==> src/rtl/pcm_port_pkg.sv <==
package pcm_port_pkg;

    typedef enum logic [1:0] {
        PM_NORMAL  = 2'b00,
        PM_DIGLOOP = 2'b01,
        PM_ANALOOP = 2'b10,
        PM_POWERDN = 2'b11
    } pcm_mode_e;

    typedef enum logic [1:0] {
        ST_IDLE = 2'b00,
        ST_XFER = 2'b01,
        ST_SKIP = 2'b10
    } slot_state_e;

endpackage

==> src/rtl/pcm_mode_decode.sv <==
module pcm_mode_decode
    import pcm_port_pkg::*;
#(
    parameter int WORD_W = 8,
    parameter int GAIN_W = 3
) (
    input  logic [WORD_W-1:0] ctrl_a,
    output pcm_mode_e         mode,
    output logic [GAIN_W-1:0] tx_gain,
    output logic [GAIN_W-1:0] rx_atten,
    output logic              aloop_sel,
    output logic              pwr_en
);
    localparam int MODE_LSB = WORD_W - 2;
    localparam int RXG_LSB  = GAIN_W;

    always_comb begin
        mode      = pcm_mode_e'(ctrl_a[MODE_LSB +: 2]);
        tx_gain   = ctrl_a[0 +: GAIN_W];
        rx_atten  = ctrl_a[RXG_LSB +: GAIN_W];
        aloop_sel = (mode == PM_ANALOOP);
        pwr_en    = (mode != PM_POWERDN);
    end

endmodule

==> src/rtl/pcm_slot_fsm.sv <==
module pcm_slot_fsm
    import pcm_port_pkg::*;
#(
    parameter int WORD_W = 8
) (
    input  logic clk,
    input  logic rst_n,
    input  logic slot_start,
    input  logic slot_inhibit,
    input  logic power_down,
    output logic in_xfer,
    output logic in_skip,
    output logic load_tx,
    output logic last_bit
);
    localparam int CNT_W = $clog2(WORD_W);
    localparam logic [CNT_W-1:0] LAST = CNT_W'(WORD_W - 1);

    slot_state_e state, state_nx;
    logic [CNT_W-1:0] cnt;
    logic             at_end;

    assign at_end = (cnt == LAST);

    // state register
    always_ff @(posedge clk or negedge rst_n) begin
        if (!rst_n) state <= ST_IDLE;
        else        state <= state_nx;
    end

    // next state
    always_comb begin
        state_nx = state;
        unique case (state)
            ST_IDLE: if (slot_start && !power_down)
                         state_nx = slot_inhibit ? ST_SKIP : ST_XFER;
            ST_XFER: if (at_end) state_nx = ST_IDLE;
            ST_SKIP: if (at_end) state_nx = ST_IDLE;
            default: state_nx = ST_IDLE;
        endcase
    end

    // bit counter, cleared outside slots
    always_ff @(posedge clk or negedge rst_n) begin
        if (!rst_n)                cnt <= '0;
        else if (state == ST_IDLE) cnt <= '0;
        else                       cnt <= cnt + 1'b1;
    end

    // outputs
    always_comb begin
        in_xfer  = (state == ST_XFER);
        in_skip  = (state == ST_SKIP);
        load_tx  = (state == ST_IDLE) && slot_start && !slot_inhibit && !power_down;
        last_bit = in_xfer && at_end;
    end

endmodule

==> src/rtl/pcm_shift_path.sv <==
module pcm_shift_path #(
    parameter int WORD_W = 8
) (
    input  logic              clk,
    input  logic              rst_n,
    input  logic              load_tx,
    input  logic              shift_en,
    input  logic              last_bit,
    input  logic              dig_loop,
    input  logic [WORD_W-1:0] enc_word,
    input  logic              rx_ser,
    output logic              tx_msb,
    output logic [WORD_W-1:0] dec_word,
    output logic              dec_valid
);
    logic [WORD_W-1:0] tx_sh, rx_sh, lb_word, rx_full;

    assign rx_full = {rx_sh[WORD_W-2:0], rx_ser};
    assign tx_msb  = tx_sh[WORD_W-1];

    always_ff @(posedge clk or negedge rst_n) begin
        if (!rst_n) begin
            tx_sh <= '0;
            rx_sh <= '0;
        end else begin
            if (load_tx)       tx_sh <= dig_loop ? lb_word : enc_word;
            else if (shift_en) tx_sh <= {tx_sh[WORD_W-2:0], 1'b0};
            if (shift_en)      rx_sh <= rx_full;
        end
    end

    always_ff @(posedge clk or negedge rst_n) begin
        if (!rst_n) begin
            lb_word   <= '0;
            dec_word  <= '0;
            dec_valid <= 1'b0;
        end else begin
            dec_valid <= last_bit;
            if (last_bit) begin
                lb_word  <= rx_full;
                dec_word <= dig_loop ? '0 : rx_full;
            end
        end
    end

endmodule

==> src/rtl/pcm_slot_port.sv <==
module pcm_slot_port
    import pcm_port_pkg::*;
#(
    parameter int WORD_W = 8,
    parameter int GAIN_W = 3
) (
    input  logic              clk,
    input  logic              rst_n,
    input  logic              slot_start,
    input  logic              slot_inhibit,
    input  logic [WORD_W-1:0] ctrl_a,
    input  logic              rx_ser,
    input  logic [WORD_W-1:0] enc_word,
    output logic              tx_bit,
    output logic              tx_oe,
    output logic [WORD_W-1:0] dec_word,
    output logic              dec_valid,
    output logic              aloop_sel,
    output logic              pwr_en,
    output logic [GAIN_W-1:0] tx_gain,
    output logic [GAIN_W-1:0] rx_atten
);
    pcm_mode_e mode;
    logic in_xfer, in_skip, load_tx, last_bit, tx_msb;

    pcm_mode_decode #(.WORD_W(WORD_W), .GAIN_W(GAIN_W)) i_dec (
        .ctrl_a(ctrl_a), .mode(mode), .tx_gain(tx_gain), .rx_atten(rx_atten),
        .aloop_sel(aloop_sel), .pwr_en(pwr_en)
    );

    pcm_slot_fsm #(.WORD_W(WORD_W)) i_fsm (
        .clk(clk), .rst_n(rst_n), .slot_start(slot_start),
        .slot_inhibit(slot_inhibit), .power_down(!pwr_en),
        .in_xfer(in_xfer), .in_skip(in_skip), .load_tx(load_tx),
        .last_bit(last_bit)
    );

    pcm_shift_path #(.WORD_W(WORD_W)) i_path (
        .clk(clk), .rst_n(rst_n), .load_tx(load_tx), .shift_en(in_xfer),
        .last_bit(last_bit), .dig_loop(mode == PM_DIGLOOP),
        .enc_word(enc_word), .rx_ser(rx_ser), .tx_msb(tx_msb),
        .dec_word(dec_word), .dec_valid(dec_valid)
    );

    assign tx_oe  = in_xfer && pwr_en;
    assign tx_bit = tx_oe && tx_msb;

endmodule

==> config.mk <==
export PLATFORM = sky130hd
export DESIGN_NAME = pcm_slot_port
export DESIGN_NICKNAME = d
export VERILOG_FILES = /design/src/rtl/pcm_port_pkg.sv /design/src/rtl/pcm_mode_decode.sv /design/src/rtl/pcm_slot_fsm.sv /design/src/rtl/pcm_shift_path.sv /design/src/rtl/pcm_slot_port.sv
export SDC_FILE = /design/constraint.sdc
export NUM_CORES = 1
export LEC_CHECK = 0
export BUFFER_PORTS_ARGS = -buffer_cell sky130_fd_sc_hd__buf_2
export CAP_MARGIN = 20
export CORE_ASPECT_RATIO = 0.8
export CORE_UTILIZATION = 47
export CTS_CLUSTER_SIZE = 8
export DETAILED_ROUTE_END_ITERATION = 10
export GPL_TIMING_DRIVEN = 0
export PLACE_DENSITY = 0.77
export SLEW_MARGIN = 20
export SYNTH_ARGS = -nofsm -noshare
export SYNTH_HDL_FRONTEND = slang
export SYNTH_SLANG_ARGS = --single-unit
==> constraint.sdc <==
create_clock -name clk -period 1.6 [get_ports clk]
set_input_delay 0.32 -clock clk [delete_from_list [all_inputs] [get_ports clk]]
set_output_delay 0.32 -clock clk [all_outputs]
set_load 0.005 [all_outputs]
**Word level (Yosys, flattened, before mapping)**

Cells that the tools add are included.

- Register bits: 37
- Bits in latches: 0
- RAM bits: 0
- Bits in read-only memories: 0
- Input bits: 21
- Output and inout port bits: 19
- Word-level logic and storage cells: 37
- Memories kept: 0

- Add/subtract/negate cells: 1
- Multiply operators: 0
- Divide/modulo/power cells: 0
- Order comparisons: 0
- Eq/ne operators: 8
- Shift-type cells: 0
- Multiplexer cells: 9
- Bitwise gates (word level): 0
- Reductions and logical operators: 12

Operators by type and width:

| operator | count |
|---|---|
| $mux W8 | 4 |
| $logic_and A1 B1 Y1 | 7 |
| $mux W2 | 3 |
| $eq A2 B1 Y1 const B | 2 |
| $eq A2 B2 Y1 const B | 2 |
| $ne A2 B1 Y1 const B | 2 |
| $pmux W2 S2 | 1 |
| $add A3 B1 Y3 const B | 1 |
| $eq A3 B3 Y1 const B | 1 |
| $mux W3 | 1 |
| $logic_not A2 Y1 | 1 |
| $ne A2 B2 Y1 const B | 1 |
| $reduce_and A2 Y1 | 1 |
| $reduce_bool A2 Y1 | 1 |
| $reduce_or A2 Y1 | 1 |
| $logic_not A1 Y1 | 1 |

**Longest topological paths before layout**

- Word-level depth: 5
- Mapped depth: 6
- Depth with buffers taken out: 5

**Cells and area by module**

From an unflattened synthesis, not the netlist that was laid out.

- Cell total of the unflattened synthesis: 145
- Area total of the unflattened synthesis: 1,858.0 um^2

By module, submodules not included:

| module | instances | cells an instance | area each (um^2) | seq. area each (um^2) |
|---|---|---|---|---|
| pcm_shift_path | 1 | 103 | 1,455.1 | 800.8 |
| pcm_slot_fsm | 1 | 28 | 301.5 | 125.1 |
| pcm_mode_decode | 1 | 10 | 77.6 | 0.0 |
| pcm_slot_port | 1 | 4 | 23.8 | 0.0 |

**Least setup slack after synthesis**

Ideal clock, no wire load.

- Path kind: flip-flop to flip-flop
- Start: register i_fsm.state[0]
- End: register i_path.lb_word[7]
- Library setup time: 0.125 ns
- Data arrival time: 1.440 ns
- Required time: 1.475 ns
- Path slack: 0.035 ns
- Cell stages (with the launch flop): 6
- Path buffers: 2
- Clock period less this slack: 1.565 ns
- Cells stage by stage: dfrtp_1 ha_1 buf_2 nand2_2 buf_2 mux2_2

- Cells in the longest elaborated chain, start to end: 2

RTL lines:

| what | RTL line | RTL |
|---|---|---|
| from (decl) | pcm_slot_fsm.sv:19 | `slot_state_e state, state_nx;` |
| from (signal assigned) | pcm_slot_fsm.sv:28 | `else state <= state_nx;` |
| $eq A2 B1 Y1 | pcm_slot_fsm.sv:52 | `in_xfer = (state == ST_XFER);` |
| $logic_and A1 B1 Y1 | pcm_slot_fsm.sv:55 | `last_bit = in_xfer && at_end;` |
| to (signal assigned) | pcm_shift_path.sv:40 | `lb_word <= rx_full;` |
| to (decl) | pcm_shift_path.sv:16 | `logic [WORD_W-1:0] tx_sh, rx_sh, lb_word, rx_full;` |

Every way passes these cells.
A chain may end at the register's enable or synchronous reset.

**Final worst setup path**

- Start: register i_fsm.state[0]
- End: register i_path.tx_sh[5]

- Cells in the longest elaborated chain, start to end: 5
- Elaborated cells between the ends (all ways): 7
- Classes of those cells: eq/ne (1); mux (1); reduce/logical (5)

RTL lines:

| what | RTL line | RTL |
|---|---|---|
| $logic_not A2 Y1 | pcm_slot_fsm.sv:54 | `load_tx = (state == ST_IDLE) && slot_start && !slot_inhibit && !power_down;` |
| $logic_and A1 B1 Y1 (3 in series) | pcm_slot_fsm.sv:54 |  |
| $mux W8 or $reduce_bool A2 Y1 (tied branches) | - |  |
| to (signal assigned) | pcm_shift_path.sv:26 | `if (load_tx) tx_sh <= dig_loop ? lb_word : enc_word;` |
| to (signal assigned) | pcm_shift_path.sv:27 | `else if (shift_en) tx_sh <= {tx_sh[WORD_W-2:0], 1'b0};` |
| to (decl) | pcm_shift_path.sv:16 |  |

Parallel ways exist; a longest one is shown, timed or not.

==> impl_metrics.env <==
export IMPL_status="complete, no violations"
export IMPL_root_buffer="clkbuf_8"
export IMPL_drtAntennaViolNets=0
export IMPL_crit_family="flip-flops"
export IMPL_fill_cells=266
export IMPL_syn_area_um2=1670
export IMPL_ys_seq_area_share_pct=55.6
export IMPL_cts_made_buffers=5
export IMPL_required_ns=1.76
export IMPL_clk_latency_ns=0.28
export IMPL_antenna_found_initial=0
export IMPL_clock_sinks=37
export IMPL_finalMaxSlewViolations=0
export IMPL_start_util_pct=51.7
export IMPL_final_area_um2=2100
export IMPL_yosysWarnings=0
export IMPL_fin_ws_ns=0.0285
export IMPL_power_leakage_nw=1.07
export IMPL_max_stage_delay_ns=0.43
export IMPL_hold_buffers=0
export IMPL_fp_dieH_um=55.3
export IMPL_tightest_slew_ns=0.805
export IMPL_placed_area_um2=1880
export IMPL_layout_drive_gt1_share_pct=48.8
export IMPL_cap_violations=0
export IMPL_vdd_drop_max_mv=0.737
export IMPL_crit_chain="buf_6, inv_4, ha_4, or3b_1, buf_6, mux2i_1"
export IMPL_p_seq_share_pct=47.7
export IMPL_synth_edf_count=0
export IMPL_clk_path_buf_depth=2
export IMPL_synthFlopType="dfrtp_1"
export IMPL_routabilityCongestion=0.699
export IMPL_grt_max_degree=38
export IMPL_h_tree_depth=2
export IMPL_p_per_area_nw_per_um2=1380
export IMPL_synth_cell_types=25
export IMPL_wl_per_cell_um=15.1
export IMPL_grt_pass1_vias=1188
export IMPL_finClkSkew_ns=0.00157
export IMPL_pwr_share_comb_pct=32.3
export IMPL_grt_use_total_pct=20.0
export IMPL_synthXorXnorAreaFrac_pct=0
export IMPL_setup_viol=0
export IMPL_synth_nets=148
export IMPL_synthAdderAreaFrac_pct=3.00
export IMPL_max_slew_margin_pct=46.3
export IMPL_vias=1127
export IMPL_rows=18
export IMPL_post_place_ws_ns=-0.201
export IMPL_period_share_pct=98.2
export IMPL_switchingPower_mw=0.863
export IMPL_critPathMaxFanout=8
export IMPL_grt_pass1_wl_mm=5.54
export IMPL_min_path_type="input port to async pin"
export IMPL_cts_tree="yes"
export IMPL_grt_overflow_total=0
export IMPL_core_area_um2=3220
export IMPL_yosys_cell_count_top_type="dfrtp_1"
export IMPL_end_kind="flip-flop"
export IMPL_diodes=0
export IMPL_nNetsFinal=198
export IMPL_die_w_um=68.6
export IMPL_synthArstFlopShare_pct=100
export IMPL_syn_area_per_cell_um2=13.5
export IMPL_clockPowerShare_pct=20.0
export IMPL_fin_crit_ns=1.57
export IMPL_dr_pass1_iters=5
export IMPL_synth_top_family_by_area="multiplexers"
export IMPL_synthesis_instances=123
export IMPL_die_area_um2=3790
export IMPL_route_detailed_drc=0
export IMPL_numPortBuffers=33
export IMPL_cpMostUsedCell="buf_6"
export IMPL_power_switching_share_pct=29.8
export IMPL_drt_initial_drc_count=81
export IMPL_cp_start_kind="flip-flop"
export IMPL_synthMuxAreaShare_pct=23.9
export IMPL_synth_top_area_share_pct=55.6
export IMPL_p_int_mw=2.03
export IMPL_dpl_hpwl_mm=2.14
export IMPL_hold_viol=0
export IMPL_syn_to_final_growth_pct=26.0
export IMPL_clk_pin_slew_worst_paths_ns=0.07
export IMPL_fmax_ghz=0.636
export IMPL_synthTopCellsByArea="dfrtp_1 56%, mux2i_1 14%, mux2_2 10%"
export IMPL_path_class="flip-flop to flip-flop"
export IMPL_synth_common_cells="37 x dfrtp_1, 23 x mux2i_1, 15 x mux2_2"
export IMPL_crit_buf_inv=3
export IMPL_arrival_ns=1.73
export IMPL_ios=40
export IMPL_cpMaxStageDelayCell="dfrtp_1"
export IMPL_totalWireLength_mm=3.21
export IMPL_yosysTopAreaCell="dfrtp_1"
export IMPL_rsz0062_at_grt="yes"
export IMPL_synth_compound_area_share_pct=5.41
export IMPL_ys_seq_elements=37
export IMPL_yosys_area_share_simple_pct=6.83
export IMPL_via_per_inst=5.32
cell families after synthesis:
logic type,after synthesis
AOI/OAI and AO/OA,11
muxes,38
and+or+nand+nor,19
buffers and inverters,14
DFF,37
adders and majority gates,4
layout make-up:
type                       count  area [µm²]  share of cell area (%)
sequential                    37         926                    44.1
multi-input combinational     72         698                    33.3
timing repair buffer          45         265                    12.6
buffer                         9        72.6                    3.46
clock buffer                   5        68.8                    3.28
tap                           40        50.0                    2.38
inverter                       3        13.8                   0.656
clock inverter                 1        5.00                   0.238
power groups by stage:
| stage | combinational [mW] | clock [mW] | sequential, mW |
|---|---|---|---|
| global route | 1.05 | 0.637 | 1.42 |
| CTS | 0.906 | 0.594 | 1.37 |
| global placement | 0.671 | 0 | 1.36 |
| floorplan | 0.552 | 0 | 1.33 |
| finish | 0.933 | 0.580 | 1.38 |
| detailed placement | 0.726 | 0 | 1.39 |
metal layers:
| metal | vias to the layer above | wire length [µm] | GRT usage, % |
|---|---|---|---|
| met5 | - | 0 | 0 |
| met4 | 0 | 25 | 4.46 |
| met3 | 3 | 174 | 4.96 |
| met2 | 38 | 1530 | 32.1 |
| met1 | 559 | 1480 | 27.0 |
| li1 | 527 | - | - |
through the flow:
step | hold WS, ns | utilization (%) | TNS, ns | instances | power [mW]
floorplan | 0.0244 | - | 0 | 123 | 1.88
global placement | 0.414 | 58.4 | -0.496 | 196 | 2.03
detailed placement | 0.427 | 58.4 | -1.23 | 196 | 2.12
CTS | 0.162 | 64.0 | -0.0715 | 209 | 2.87
global route | 0.177 | 65.2 | -0.153 | 212 | 3.10
finish | 0.128 | 65.2 | 0 | 212 | 2.89
final timing paths:
kind / start / to / slack (ns) / depth (start not counted)
worst max-delay path: i_fsm.state[0] / i_path.tx_sh[5] / 0.03 / 6
worst min-delay path: rst_n / i_path.tx_sh[7] / 0.13 / 1
worst max register to register: i_fsm.state[0] / i_path.tx_sh[5] / 0.03 / 6
worst min register to register: i_fsm.cnt[0] / i_fsm.cnt[0] / 0.43 / 1
max in group asynchronous: rst_n / i_fsm.cnt[1] / 0.96 / 1
min in group clk: rx_ser / i_path.dec_word[0] / 0.31 / 2
flip-flops by register name, indices dropped and copies added (netlist names):
name,cells
i_path.lb_word,8
i_path.dec_word,8
i_fsm.cnt,3
i_path.dec_valid,1
i_path.rx_sh,7
i_fsm.state,2
i_path.tx_sh,8
placed cells by master (no fill, tap or decap), drive strengths merged, types with 2 or more instances in the layout:
master,instances
buf,54
dfrtp,37
mux2i,23
mux2,15
a22o,8
clkbuf,5
nor2b,4
nand2,4
ha,4
inv,3
nand3,2
nor2,2
timing repair:
item | CTS | global route
cloned | 0 | 0
resized for setup | 14 | 7
endpoints found under the setup margin | 20 | 21
setup buffers | 7 | 5
pin swaps | 2 | 4
No activity file was read; power rests on OpenSTA's default activity.
